$ cat config.mk
export PLATFORM = sky130hd
export DESIGN_NAME = nand_cmd_decoder
export DESIGN_NICKNAME = d
export VERILOG_FILES = /design/src/rtl/nand_dec_pkg.sv /design/src/rtl/nand_bus_strobe.sv /design/src/rtl/nand_busy_timer.sv /design/src/rtl/nand_seq_fsm.sv /design/src/rtl/nand_cmd_decoder.sv
export SDC_FILE = /design/constraint.sdc
export NUM_CORES = 1
export LEC_CHECK = 0
export BUFFER_PORTS_ARGS = -buffer_cell sky130_fd_sc_hd__buf_2
export CAP_MARGIN = 20
export CORE_ASPECT_RATIO = 1.75
export CORE_UTILIZATION = 45
export DETAILED_ROUTE_END_ITERATION = 8
export PLACE_DENSITY = 0.74
export SYNTH_ARGS = -nofsm -noshare
export SYNTH_HDL_FRONTEND = slang
export SYNTH_SLANG_ARGS = --single-unit
$ cat constraint.sdc
create_clock -name clk -period 2.9 [get_ports clk]
set_input_delay 0.29 -clock clk [delete_from_list [all_inputs] [get_ports clk]]
set_output_delay 0.29 -clock clk [all_outputs]
set_load 0.005 [all_outputs]
$ cat src/rtl/nand_dec_pkg.sv
package nand_dec_pkg;

   typedef enum logic [3:0] {
      OP_NONE       = 4'd0,
      OP_PAGE_READ  = 4'd1,
      OP_READ_MOVE  = 4'd2,
      OP_PROG       = 4'd3,
      OP_PROG_CACHE = 4'd4,
      OP_PROG_MOVE  = 4'd5,
      OP_ERASE      = 4'd6,
      OP_RAND_READ  = 4'd7,
      OP_RAND_IN    = 4'd8,
      OP_CACHE_RD   = 4'd9,
      OP_CACHE_LAST = 4'd10,
      OP_READ_ID    = 4'd11,
      OP_STATUS     = 4'd12,
      OP_RESET      = 4'd13
   } op_e;

   typedef enum logic [2:0] {
      PH_IDLE,
      PH_ADDR,
      PH_CONF,
      PH_DATA,
      PH_RADDR
   } phase_e;

   localparam logic [7:0] C_READ     = 8'h00;
   localparam logic [7:0] C_READ_GO  = 8'h30;
   localparam logic [7:0] C_MOVE_GO  = 8'h35;
   localparam logic [7:0] C_PROG     = 8'h80;
   localparam logic [7:0] C_PROG_GO  = 8'h10;
   localparam logic [7:0] C_CACHE_GO = 8'h15;
   localparam logic [7:0] C_MOVE_IN  = 8'h85;
   localparam logic [7:0] C_ERASE    = 8'h60;
   localparam logic [7:0] C_ERASE_GO = 8'hD0;
   localparam logic [7:0] C_RND_RD   = 8'h05;
   localparam logic [7:0] C_RND_GO   = 8'hE0;
   localparam logic [7:0] C_CRD      = 8'h31;
   localparam logic [7:0] C_CLAST    = 8'h3F;
   localparam logic [7:0] C_ID       = 8'h90;
   localparam logic [7:0] C_STAT     = 8'h70;
   localparam logic [7:0] C_RST      = 8'hFF;

endpackage

$ cat src/rtl/nand_bus_strobe.sv
module nand_bus_strobe (
   input  logic clk,
   input  logic rst_n,
   input  logic cle,
   input  logic ale,
   input  logic we_n,
   output logic stb_cmd,
   output logic stb_addr,
   output logic stb_data
);
   logic we_prev_q;
   logic rise;

   always_ff @(posedge clk or negedge rst_n) begin
      if (!rst_n) we_prev_q <= 1'b1;
      else        we_prev_q <= we_n;
   end

   // the byte is taken on the edge that sees the strobe return high
   assign rise     = !we_prev_q && we_n;
   assign stb_cmd  = rise &&  cle && !ale;
   assign stb_addr = rise &&  ale && !cle;
   assign stb_data = rise && !cle && !ale;
endmodule

$ cat src/rtl/nand_busy_timer.sv
module nand_busy_timer #(
   parameter int CNT_W = 16
) (
   input  logic             clk,
   input  logic             rst_n,
   input  logic             load,
   input  logic [CNT_W-1:0] load_val,
   output logic             rdy
);
   if (CNT_W < 2 || CNT_W > 32) begin : g_bad_cnt
      $error("nand_busy_timer: CNT_W out of range");
   end

   logic [CNT_W-1:0] cnt_q;

   always_ff @(posedge clk or negedge rst_n) begin
      if (!rst_n)               cnt_q <= '0;
      else if (load)            cnt_q <= load_val;
      else if (cnt_q != '0)     cnt_q <= cnt_q - 1'b1;
   end

   assign rdy = (cnt_q == '0);

   p_load_busy_r9: assert property (@(posedge clk) disable iff (!rst_n)
      load && load_val != '0 |=> !rdy);

   p_drain_r9: assert property (@(posedge clk) disable iff (!rst_n)
      !load && !rdy |=> cnt_q == CNT_W'($past(cnt_q) - 1'b1));
endmodule

$ cat src/rtl/nand_seq_fsm.sv
module nand_seq_fsm
   import nand_dec_pkg::*;
#(
   parameter int COL_W   = 12,
   parameter int ROW_CYC = 2
) (
   input  logic                 clk,
   input  logic                 rst_n,
   input  logic                 stb_cmd,
   input  logic                 stb_addr,
   input  logic                 stb_data,
   input  logic [7:0]           io,
   input  logic                 rdy,
   output logic                 op_valid,
   output logic [3:0]           op_code,
   output logic [COL_W-1:0]     col_addr,
   output logic [8*ROW_CYC-1:0] row_addr,
   output logic                 seq_err,
   output logic                 busy_load
);
   localparam int COL_CYC = 2;
   localparam int ROW_W   = 8 * ROW_CYC;
   localparam int AW      = $clog2(COL_CYC + ROW_CYC + 1);
   localparam logic [AW-1:0] N_FULL = AW'(COL_CYC + ROW_CYC);
   localparam logic [AW-1:0] N_COL  = AW'(COL_CYC);
   localparam logic [AW-1:0] N_ROW  = AW'(ROW_CYC);

   if (COL_W <= 8 || COL_W > 16) begin : g_bad_col
      $error("nand_seq_fsm: COL_W must span two column cycles");
   end
   if (ROW_CYC < 1 || ROW_CYC > 4) begin : g_bad_row
      $error("nand_seq_fsm: ROW_CYC out of range");
   end

   phase_e           phase_q, phase_d;
   logic [7:0]       first_q, first_d;
   logic [AW-1:0]    acnt_q, acnt_d, aneed_q, aneed_d;
   op_e              op_q, op_d;
   logic             opv_q, opv_d, err_q, err_d;
   logic             cmd_ok, addr_live, is_erase, addr_is_col;
   logic             col_we_lo, col_we_hi;
   logic [AW-1:0]    row_idx;
   logic [ROW_CYC-1:0] row_we;
   logic [COL_W-1:0] col_q, col_d;
   logic [ROW_W-1:0] row_q, row_d;

   // while busy only status read and reset pass the filter
   assign cmd_ok      = stb_cmd && (rdy || io == C_STAT || io == C_RST);
   assign addr_live   = stb_addr && rdy && (phase_q == PH_ADDR || phase_q == PH_RADDR);
   assign is_erase    = (first_q == C_ERASE);
   assign addr_is_col = !is_erase && (acnt_q < N_COL);
   assign row_idx     = is_erase ? acnt_q : acnt_q - N_COL;

   // column cycle 2 supplies the upper column bits from the low io lines
   assign col_we_lo = addr_live && addr_is_col && (acnt_q == '0);
   assign col_we_hi = addr_live && addr_is_col && (acnt_q == AW'(1));
   assign col_d = col_we_lo ? {col_q[COL_W-1:8], io} :
                  col_we_hi ? {io[COL_W-9:0], col_q[7:0]} : col_q;

   for (genvar g = 0; g < ROW_CYC; g++) begin : g_row_byte
      assign row_we[g]          = addr_live && !addr_is_col && (row_idx == AW'(g));
      assign row_d[8*g +: 8]    = row_we[g] ? io : row_q[8*g +: 8];
   end

   always_comb begin
      phase_d   = phase_q;
      first_d   = first_q;
      acnt_d    = acnt_q;
      aneed_d   = aneed_q;
      op_d      = op_q;
      opv_d     = 1'b0;
      err_d     = 1'b0;
      busy_load = 1'b0;
      if (cmd_ok) begin
         if (io == C_RST) begin
            phase_d   = PH_IDLE;
            op_d      = OP_RESET;
            opv_d     = 1'b1;
            busy_load = 1'b1;
         end else begin
            unique case (phase_q)
               PH_IDLE: begin
                  first_d = io;
                  acnt_d  = '0;
                  unique case (io)
                     C_READ, C_PROG, C_MOVE_IN: begin phase_d = PH_ADDR; aneed_d = N_FULL; end
                     C_ERASE:  begin phase_d = PH_ADDR; aneed_d = N_ROW; end
                     C_RND_RD: begin phase_d = PH_ADDR; aneed_d = N_COL; end
                     C_CRD:    begin op_d = OP_CACHE_RD;   opv_d = 1'b1; end
                     C_CLAST:  begin op_d = OP_CACHE_LAST; opv_d = 1'b1; end
                     C_ID:     begin op_d = OP_READ_ID;    opv_d = 1'b1; end
                     C_STAT:   begin op_d = OP_STATUS;     opv_d = 1'b1; end
                     default:  err_d = 1'b1;
                  endcase
               end
               PH_CONF: begin
                  phase_d = PH_IDLE;
                  if (first_q == C_READ && io == C_READ_GO) begin
                     op_d = OP_PAGE_READ; opv_d = 1'b1; busy_load = 1'b1;
                  end else if (first_q == C_READ && io == C_MOVE_GO) begin
                     op_d = OP_READ_MOVE; opv_d = 1'b1; busy_load = 1'b1;
                  end else if (first_q == C_ERASE && io == C_ERASE_GO) begin
                     op_d = OP_ERASE; opv_d = 1'b1; busy_load = 1'b1;
                  end else if (first_q == C_RND_RD && io == C_RND_GO) begin
                     op_d = OP_RAND_READ; opv_d = 1'b1;
                  end else begin
                     err_d = 1'b1;
                  end
               end
               PH_DATA: begin
                  if (io == C_MOVE_IN) begin
                     phase_d = PH_RADDR;
                     acnt_d  = '0;
                     aneed_d = N_COL;
                  end else if (io == C_PROG_GO) begin
                     phase_d = PH_IDLE;
                     op_d = (first_q == C_PROG) ? OP_PROG : OP_PROG_MOVE;
                     opv_d = 1'b1; busy_load = 1'b1;
                  end else if (io == C_CACHE_GO && first_q == C_PROG) begin
                     phase_d = PH_IDLE;
                     op_d = OP_PROG_CACHE; opv_d = 1'b1; busy_load = 1'b1;
                  end else begin
                     phase_d = PH_IDLE;
                     err_d   = 1'b1;
                  end
               end
               default: begin
                  phase_d = PH_IDLE;
                  err_d   = 1'b1;
               end
            endcase
         end
      end else if (stb_addr && rdy) begin
         if (addr_live) begin
            acnt_d = AW'(acnt_q + 1'b1);
            if (AW'(acnt_q + 1'b1) == aneed_q) begin
               if (phase_q == PH_RADDR) begin
                  phase_d = PH_DATA;
                  op_d    = OP_RAND_IN;
                  opv_d   = 1'b1;
               end else if (first_q == C_PROG || first_q == C_MOVE_IN) begin
                  phase_d = PH_DATA;
               end else begin
                  phase_d = PH_CONF;
               end
            end
         end else begin
            phase_d = PH_IDLE;
            err_d   = 1'b1;
         end
      end else if (stb_data && rdy) begin
         if (phase_q == PH_ADDR || phase_q == PH_RADDR || phase_q == PH_CONF) begin
            phase_d = PH_IDLE;
            err_d   = 1'b1;
         end
      end
   end

   always_ff @(posedge clk or negedge rst_n) begin
      if (!rst_n) begin
         phase_q <= PH_IDLE;
         first_q <= '0;
         acnt_q  <= '0;
         aneed_q <= '0;
         op_q    <= OP_NONE;
         opv_q   <= 1'b0;
         err_q   <= 1'b0;
         col_q   <= '0;
         row_q   <= '0;
      end else begin
         phase_q <= phase_d;
         first_q <= first_d;
         acnt_q  <= acnt_d;
         aneed_q <= aneed_d;
         op_q    <= op_d;
         opv_q   <= opv_d;
         err_q   <= err_d;
         col_q   <= col_d;
         row_q   <= row_d;
      end
   end

   assign op_valid = opv_q;
   assign op_code  = op_q;
   assign seq_err  = err_q;
   assign col_addr = col_q;
   assign row_addr = row_q;

   p_busy_drop_r10: assert property (@(posedge clk) disable iff (!rst_n)
      stb_cmd && !rdy && io != C_STAT && io != C_RST
      |=> !op_valid && !seq_err && phase_q == $past(phase_q));

   p_addr_hold_r10: assert property (@(posedge clk) disable iff (!rst_n)
      stb_addr && !rdy |=> col_q == $past(col_q) && row_q == $past(row_q));

   p_abort_r13: assert property (@(posedge clk) disable iff (!rst_n)
      stb_cmd && io == C_RST |=> op_valid && op_q == OP_RESET && phase_q == PH_IDLE && !seq_err);

   p_err_idle_r11: assert property (@(posedge clk) disable iff (!rst_n)
      seq_err |-> phase_q == PH_IDLE);

   p_no_both_r11: assert property (@(posedge clk) disable iff (!rst_n)
      !(op_valid && seq_err));

   p_load_reports_r9: assert property (@(posedge clk) disable iff (!rst_n)
      busy_load |=> op_valid);
endmodule

$ cat src/rtl/nand_cmd_decoder.sv
module nand_cmd_decoder #(
   parameter int COL_W   = 12,
   parameter int ROW_CYC = 2,
   parameter int CNT_W   = 16
) (
   input  logic                 clk,
   input  logic                 rst_n,
   input  logic                 cle,
   input  logic                 ale,
   input  logic                 we_n,
   input  logic [7:0]           io,
   input  logic [CNT_W-1:0]     busy_len,
   output logic                 op_valid,
   output logic [3:0]           op_code,
   output logic [COL_W-1:0]     col_addr,
   output logic [8*ROW_CYC-1:0] row_addr,
   output logic                 seq_err,
   output logic                 rdy
);
   logic stb_cmd, stb_addr, stb_data, busy_load;

   nand_bus_strobe u_strobe (
      .clk      (clk),
      .rst_n    (rst_n),
      .cle      (cle),
      .ale      (ale),
      .we_n     (we_n),
      .stb_cmd  (stb_cmd),
      .stb_addr (stb_addr),
      .stb_data (stb_data)
   );

   nand_seq_fsm #(.COL_W(COL_W), .ROW_CYC(ROW_CYC)) u_fsm (
      .clk       (clk),
      .rst_n     (rst_n),
      .stb_cmd   (stb_cmd),
      .stb_addr  (stb_addr),
      .stb_data  (stb_data),
      .io        (io),
      .rdy       (rdy),
      .op_valid  (op_valid),
      .op_code   (op_code),
      .col_addr  (col_addr),
      .row_addr  (row_addr),
      .seq_err   (seq_err),
      .busy_load (busy_load)
   );

   nand_busy_timer #(.CNT_W(CNT_W)) u_timer (
      .clk      (clk),
      .rst_n    (rst_n),
      .load     (busy_load),
      .load_val (busy_len),
      .rdy      (rdy)
   );
endmodule

; After elaboration in Yosys (flattened, before gate mapping)
; Index checks and enable logic that the tools add are counted.
[totals]
wordCells = 193
reg_bits = 68
in_bits = 29
out_inout_bits = 35
[classes]
n_addsub = 3
muxes = 77
n_bitwise = 2
n_eq_ne = 38
n_lt_le_gt_ge = 1
reduce_logical = 59
[ops]
columns = op, n
row1 = "8-bit == test, second input constant", 8
row2 = 3-bit two-way mux, 18
row3 = 4-bit two-way mux, 13
row4 = 1-bit two-way mux, 34
row5 = "8-bit by 6-bit == test with 1-bit output, second input constant", 4
row6 = 16-bit two-way mux, 2
row7 = "8-bit by 7-bit == test with 1-bit output, second input constant", 3
row8 = 3-bit one-hot mux with 2 select lines, 4
row9 = 1-bit logical AND, 23
row10 = "8-bit by 3-bit == test with 1-bit output, second input constant", 2
row11 = "8-bit by 5-bit == test with 1-bit output, second input constant", 2
row12 = 16-bit zero test, 1
row13 = 8-bit zero test, 2
row14 = 4-bit one-hot mux with 4 select lines, 1
row15 = 16-bit nonzero test, 1
row16 = "16-bit by 1-bit subtractor with 16-bit output, second input constant", 1
row17 = "7-bit inequality test, second input constant", 2
row18 = 4-bit one-hot mux with 3 select lines, 1
row19 = 2-bit nonzero test, 6
row20 = "5-bit inequality test, second input constant", 2
row21 = 5-bit AND reduction, 2
row22 = "3-bit by 1-bit == test with 1-bit output, second input constant", 3
row23 = 3-bit zero test, 3
row24 = "3-bit inequality test, second input constant", 3
row25 = other kinds (26), 39

; Depth between registers and ports, before layout
[logic_depth]
depth_word = 10
ltp_mapped = 10
depth_no_buf = 8

; Modules after synthesis
; Synthesis repeated with hierarchy kept, for this count alone.
[hier_totals]
hier_cells = 361
hier_area_um2 = 3865.0
[modules_own_cells]
columns = mod, seq_area_each_um2, area_each_um2, instances, cells_per_inst
row1 = nand_seq_fsm, 1251.2, 2785.2, 1, 261
row2 = nand_busy_timer, 400.4, 1013.5, 1, 96
row3 = nand_bus_strobe, 26.3, 66.3, 1, 4

; Least setup slack after synthesis
; No wires, ideal clock.
[synth_timing]
kind = flip-flop to flip-flop
start = register u_timer.cnt_q[0]
end = register u_fsm.op_q[1], in the netlist u_fsm.op_code[1]
n_path_buf = 1
path_stages_with_launch = 10
path_slack_ps = -58
setup_ps = 122
t_arrival_ps = 2837
synth_period_minus_slack_ps = 2958
required_time_ps = 2778
cell_sequence = dfrtp_1 > inv_1 > ha_1 > or4b_4 > buf_6 > or4_4 > a211oi_4 > a21bo_2 > or2_4 > a32o_1
[synth_via]
elab_chain_cells = 6
elab_cells_between_ends = 17
classes_between = eq/ne (5) / mux (1) / reduce/logical (11)
[synth_rtl]
columns = item, line_no
row1 = start: declaration, nand_busy_timer.sv:14  ; logic [CNT_W-1:0] cnt_q;
row2 = start signal: assignment, nand_busy_timer.sv:18  ; else if (load) cnt_q <= load_val;
row3 = start signal: assignment, nand_busy_timer.sv:19  ; else if (cnt_q != '0) cnt_q <= cnt_q - 1'b1;
row4 = 16-bit zero test *, nand_busy_timer.sv:22  ; assign rdy = (cnt_q == '0);
row5 = 1-bit logical OR (2 in a row), nand_seq_fsm.sv:48  ; assign cmd_ok = stb_cmd && (rdy || io == C_STAT || io == C_RST);
row6 = 1-bit logical AND, nand_seq_fsm.sv:48
row7 = "7-bit inequality test (no source line), or another cell as far along", --
row8 = 9-bit AND reduction (no source line), --
row9 = end signal: assignment, nand_seq_fsm.sv:175  ; op_q <= op_d;
row10 = end: declaration, nand_seq_fsm.sv:38  ; op_e op_q, op_d;
; Mark *: on every way between the ends. The rest lies on a longest branch, timed or not.
; A chain may end at the register's enable or synchronous reset.

; Final worst setup path
[layout_timing]
start = register u_timer.cnt_q[1]
end = register u_fsm.aneed_q[1]
[layout_via]
elab_chain_cells = 5
[layout_rtl]
columns = item, line_no
row1 = 16-bit zero test, nand_busy_timer.sv:22
row2 = 1-bit logical OR (2 in a row), nand_seq_fsm.sv:48
row3 = 1-bit logical AND, nand_seq_fsm.sv:48
row4 = 5-bit AND reduction (no source line), --
row5 = end signal: assignment, nand_seq_fsm.sv:174  ; aneed_q <= aneed_d;
row6 = end: declaration, nand_seq_fsm.sv:37  ; logic [AW-1:0] acnt_q, acnt_d, aneed_q, aneed_d;
; No other way between the ends.

==> results.json <==
{
  "yosysWarnings": 0,
  "cp_cell_sequence": "inv_1 > ha_2 > or4b_4 > or4_4 > a211oi_4 > buf_4 > o21ai_2 > nand2b_4 > mux2_1",
  "drv_slew": 0,
  "drt-vias-per-instance": 5.885,
  "die_h_um": 123.1,
  "io_pins": 64,
  "hold_depth": 1,
  "required_ns": 3.12,
  "final_nets": 469,
  "start_kind": "flop",
  "clock-sinks": 67,
  "drv_cap": 0,
  "totalWireLength_um": 9118,
  "setup_violations": 0,
  "routedWlPerCell_um": 17.20,
  "drtPass1Iterations": 6,
  "met1_usage_pct": 26.08,
  "layout_common_cells": "dfrtp_1, buf_2, mux2_2",
  "syn-num-nets": 391,
  "syn_to_final_growth_pct": 23.83,
  "path_clk_slew_ns": 0.06,
  "path_class": "reg -> reg",
  "use_met2_pct": 39.23,
  "avgSynthCellArea_um2": 10.56,
  "regToRegSetupSlack_ns": 0.1,
  "die-width_um": 71.19,
  "syn-cell-area_um2": 3770,
  "synth_top_flop_cell": "dfrtp_1",
  "grt_overflow": 0,
  "antenna_cells": 0,
  "tritoncts.num_buffers": 9,
  "synth_enable_flop_cells": 0,
  "cp_slowest_stage_delay_ns": 0.53,
  "drc": 2,
  "initialDrtViolationCount": 184,
  "hold_viol": 0,
  "initial_core_util_pct": 47.03,
  "grt-busiest-layer": "met2",
  "relSlewSlack_pct": 51.89,
  "p_leak_nw": 2.223,
  "grt_max_degree": 35,
  "placedCellCount": 510,
  "clk_latency_ns": 0.34,
  "outcome": "finished, violations left",
  "seq_area_frac_synth_pct": 44.51,
  "ys_ff_latch": 67,
  "portBuffers": 63,
  "powerDensity_nw_per_um2": 500.5,
  "register_area_um2": 1678,
  "stdcell_count": 530,
  "period_share_pct": 96.68,
  "netlist_instances": 357,
  "synth.distinct_cells": 68,
  "worstHoldEndpoint": "u_strobe.we_prev_q",
  "die_area_um2": 8762,
  "ctsHtreeMaxLevel": 3,
  "synth_async_sr_flop_share_pct": 100.0,
  "worst_r2r_startpoint": "u_timer.cnt_q[1]",
  "vias": 3119,
  "finalInstanceArea_um2": 4668,
  "arrival_ns": 3.02,
  "multiInputGateArea_um2": 1992,
  "dpl.hpwl_um": 6612,
  "cts_tree": "done",
  "core_um2": 8016,
  "fin_crit_ns": 2.804,
  "min_from": "we_n",
  "fmax_mhz": 356.7,
  "grt_usage_pct": 22.55,
  "gp_congestion": 0.8797,
  "grt_first_pass_wirelength_um": 15130,
  "row_count": 43,
  "crit_path_end_kind": "flop",
  "final_common_cell": "dfrtp_1",
  "crit_slowest_cell": "or4_4",
  "fillers": 655,
  "antenna_left": 0,
  "ir_drop_mv": 0.5252,
  "clockBufferDepth": 2,
  "antenna_found_initial": 0,
  "grt_pass1_vias": 3127,
  "fin_skew_ns": 0.003846,
  "cts_root_buf": "clkbuf_16",
  "hp-class": "in -> reg",
  "place_ws_ns": 0.04170,
  "worst_slack_ns": 0.09642,
  "placed_cell_area_um2": 4270,
  "groute.layer.met3.usage_pct": 4.971,
  "rr_endpoint": "u_fsm.aneed_q[1]",
  "final_core_util_pct": 58.23,
  "worstPathMaxFanout": 5,
  "tightest_slew_ns": 0.7116,
  "violations": "design-rule violations",
  "ff2ff_path_depth": 9,
  "drive_above_1_share_pct": 37.73
}
## metal layers
layer  part of all wire [%]  vias to the layer above
li1                       -                     1467
met1                     40                     1536
met2                     52                       95
met3                    4.4                       21
met4                    3.0                        0
met5                      0                        -
## worst max-delay path by stage
stage                              end             start  depth (start not counted)
detailed placement  u_fsm.row_addr[14]  u_timer.cnt_q[0]                          7
floorplan             u_fsm.op_code[1]  u_timer.cnt_q[0]                          9
global route          u_fsm.aneed_q[1]  u_timer.cnt_q[0]                          9
CTS                 u_fsm.row_addr[14]  u_timer.cnt_q[1]                          7
finish                u_fsm.aneed_q[1]  u_timer.cnt_q[1]                          9
global placement      u_fsm.op_code[1]  u_timer.cnt_q[1]                          8
## cell usage after synthesis, types with 3 or more instances
cell type | instances | area share, %
ha_1 | 5 | 1.7
and4b_1 | 4 | 1.1
o21ai_0 | 14 | 1.9
or3_1 | 5 | 0.83
inv_1 | 12 | 1.2
nor4_1 | 5 | 0.83
nor2_1 | 33 | 3.3
mux2_2 | 44 | 13
nand2b_1 | 5 | 0.83
a32oi_1 | 3 | 0.70
a32o_1 | 3 | 0.80
xnor2_1 | 9 | 2.1
a21oi_1 | 10 | 1.3
and2_1 | 3 | 0.50
mux2i_1 | 3 | 0.80
clkbuf_1 | 14 | 1.4
nor3_1 | 8 | 1.1
nor4bb_1 | 3 | 0.80
nand4_1 | 5 | 0.83
nand2_1 | 17 | 1.7
nand3_1 | 10 | 1.3
dfrtp_1 | 66 | 44
xor2_1 | 3 | 0.70
mux2_1 | 9 | 2.7
a31oi_1 | 11 | 1.8
## layout make-up
class / count / share of cell area (%)
Clock inverter: 7 / 2.493
Multi-Input combinational cell: 259 / 42.67
Timing Repair Buffer: 85 / 10.61
Clock buffer: 9 / 4.824
Tap cell: 90 / 2.412
Inverter: 13 / 1.045
Sequential cell: 67 / 35.94
## worst max-delay path, delay by kind of cell (launching register included)
kind / cells / cell delay [ns]
fa+ha+maj: 1 / 0.19
mux: 1 / 0.32
buf+inv: 2 / 0.22
simple gates: 3 / 1.23
flops: 1 / 0.37
compound gates: 2 / 0.33
## kinds of logic (layout without fill, tap and decap cells)
group,after synthesis,after routing,synth area share [%]
DFF,67,67,44.51
adders and majority gates,5,5,1.659
buffers and inverters,31,114,3.352
xor gates and xnor gates,13,13,3.419
and+or+nand+nor,123,123,19.05
muxes,56,56,16.63
AOI/OAI and AO/OA,62,62,11.38
## per-stage QoR
step | total power [mW] | TNS, ns | hold slack [ns]
after floorplan | 1.046 | 0 | -0.005591
after global placement | 1.106 | 0 | 0.1755
after detailed placement | 1.110 | 0 | 0.1871
after CTS | 2.357 | 0 | 0.05880
after global routing | 2.415 | -0.003870 | 0.05646
final | 2.337 | 0 | 0.06427
## sequential cells by signal, summed over array words and instances (netlist names)
register            count
u_fsm.acnt_q            3
u_fsm.aneed_q           2
u_fsm.col_addr         12
u_fsm.first_q           8
u_fsm.op_code           4
u_fsm.op_valid          1
u_fsm.phase_q           3
u_fsm.row_addr         16
u_fsm.seq_err           1
u_strobe.we_prev_q      1
u_timer.cnt_q          16
## where the power goes
group          switching (mW)  internal, mW
clock network           0.404         0.837
registers              0.0214         0.950
logic                  0.0749        0.0496
## timing repair
action | in CTS | in global routing
hold endpoints to repair | 11 | 0
setup buffers | 0 | 3
endpoints found under the setup margin | 0 | 33
resized for setup | 0 | 5
hold buffers | 1 | 0
Note: power is estimated with default switching activity, not from simulation.
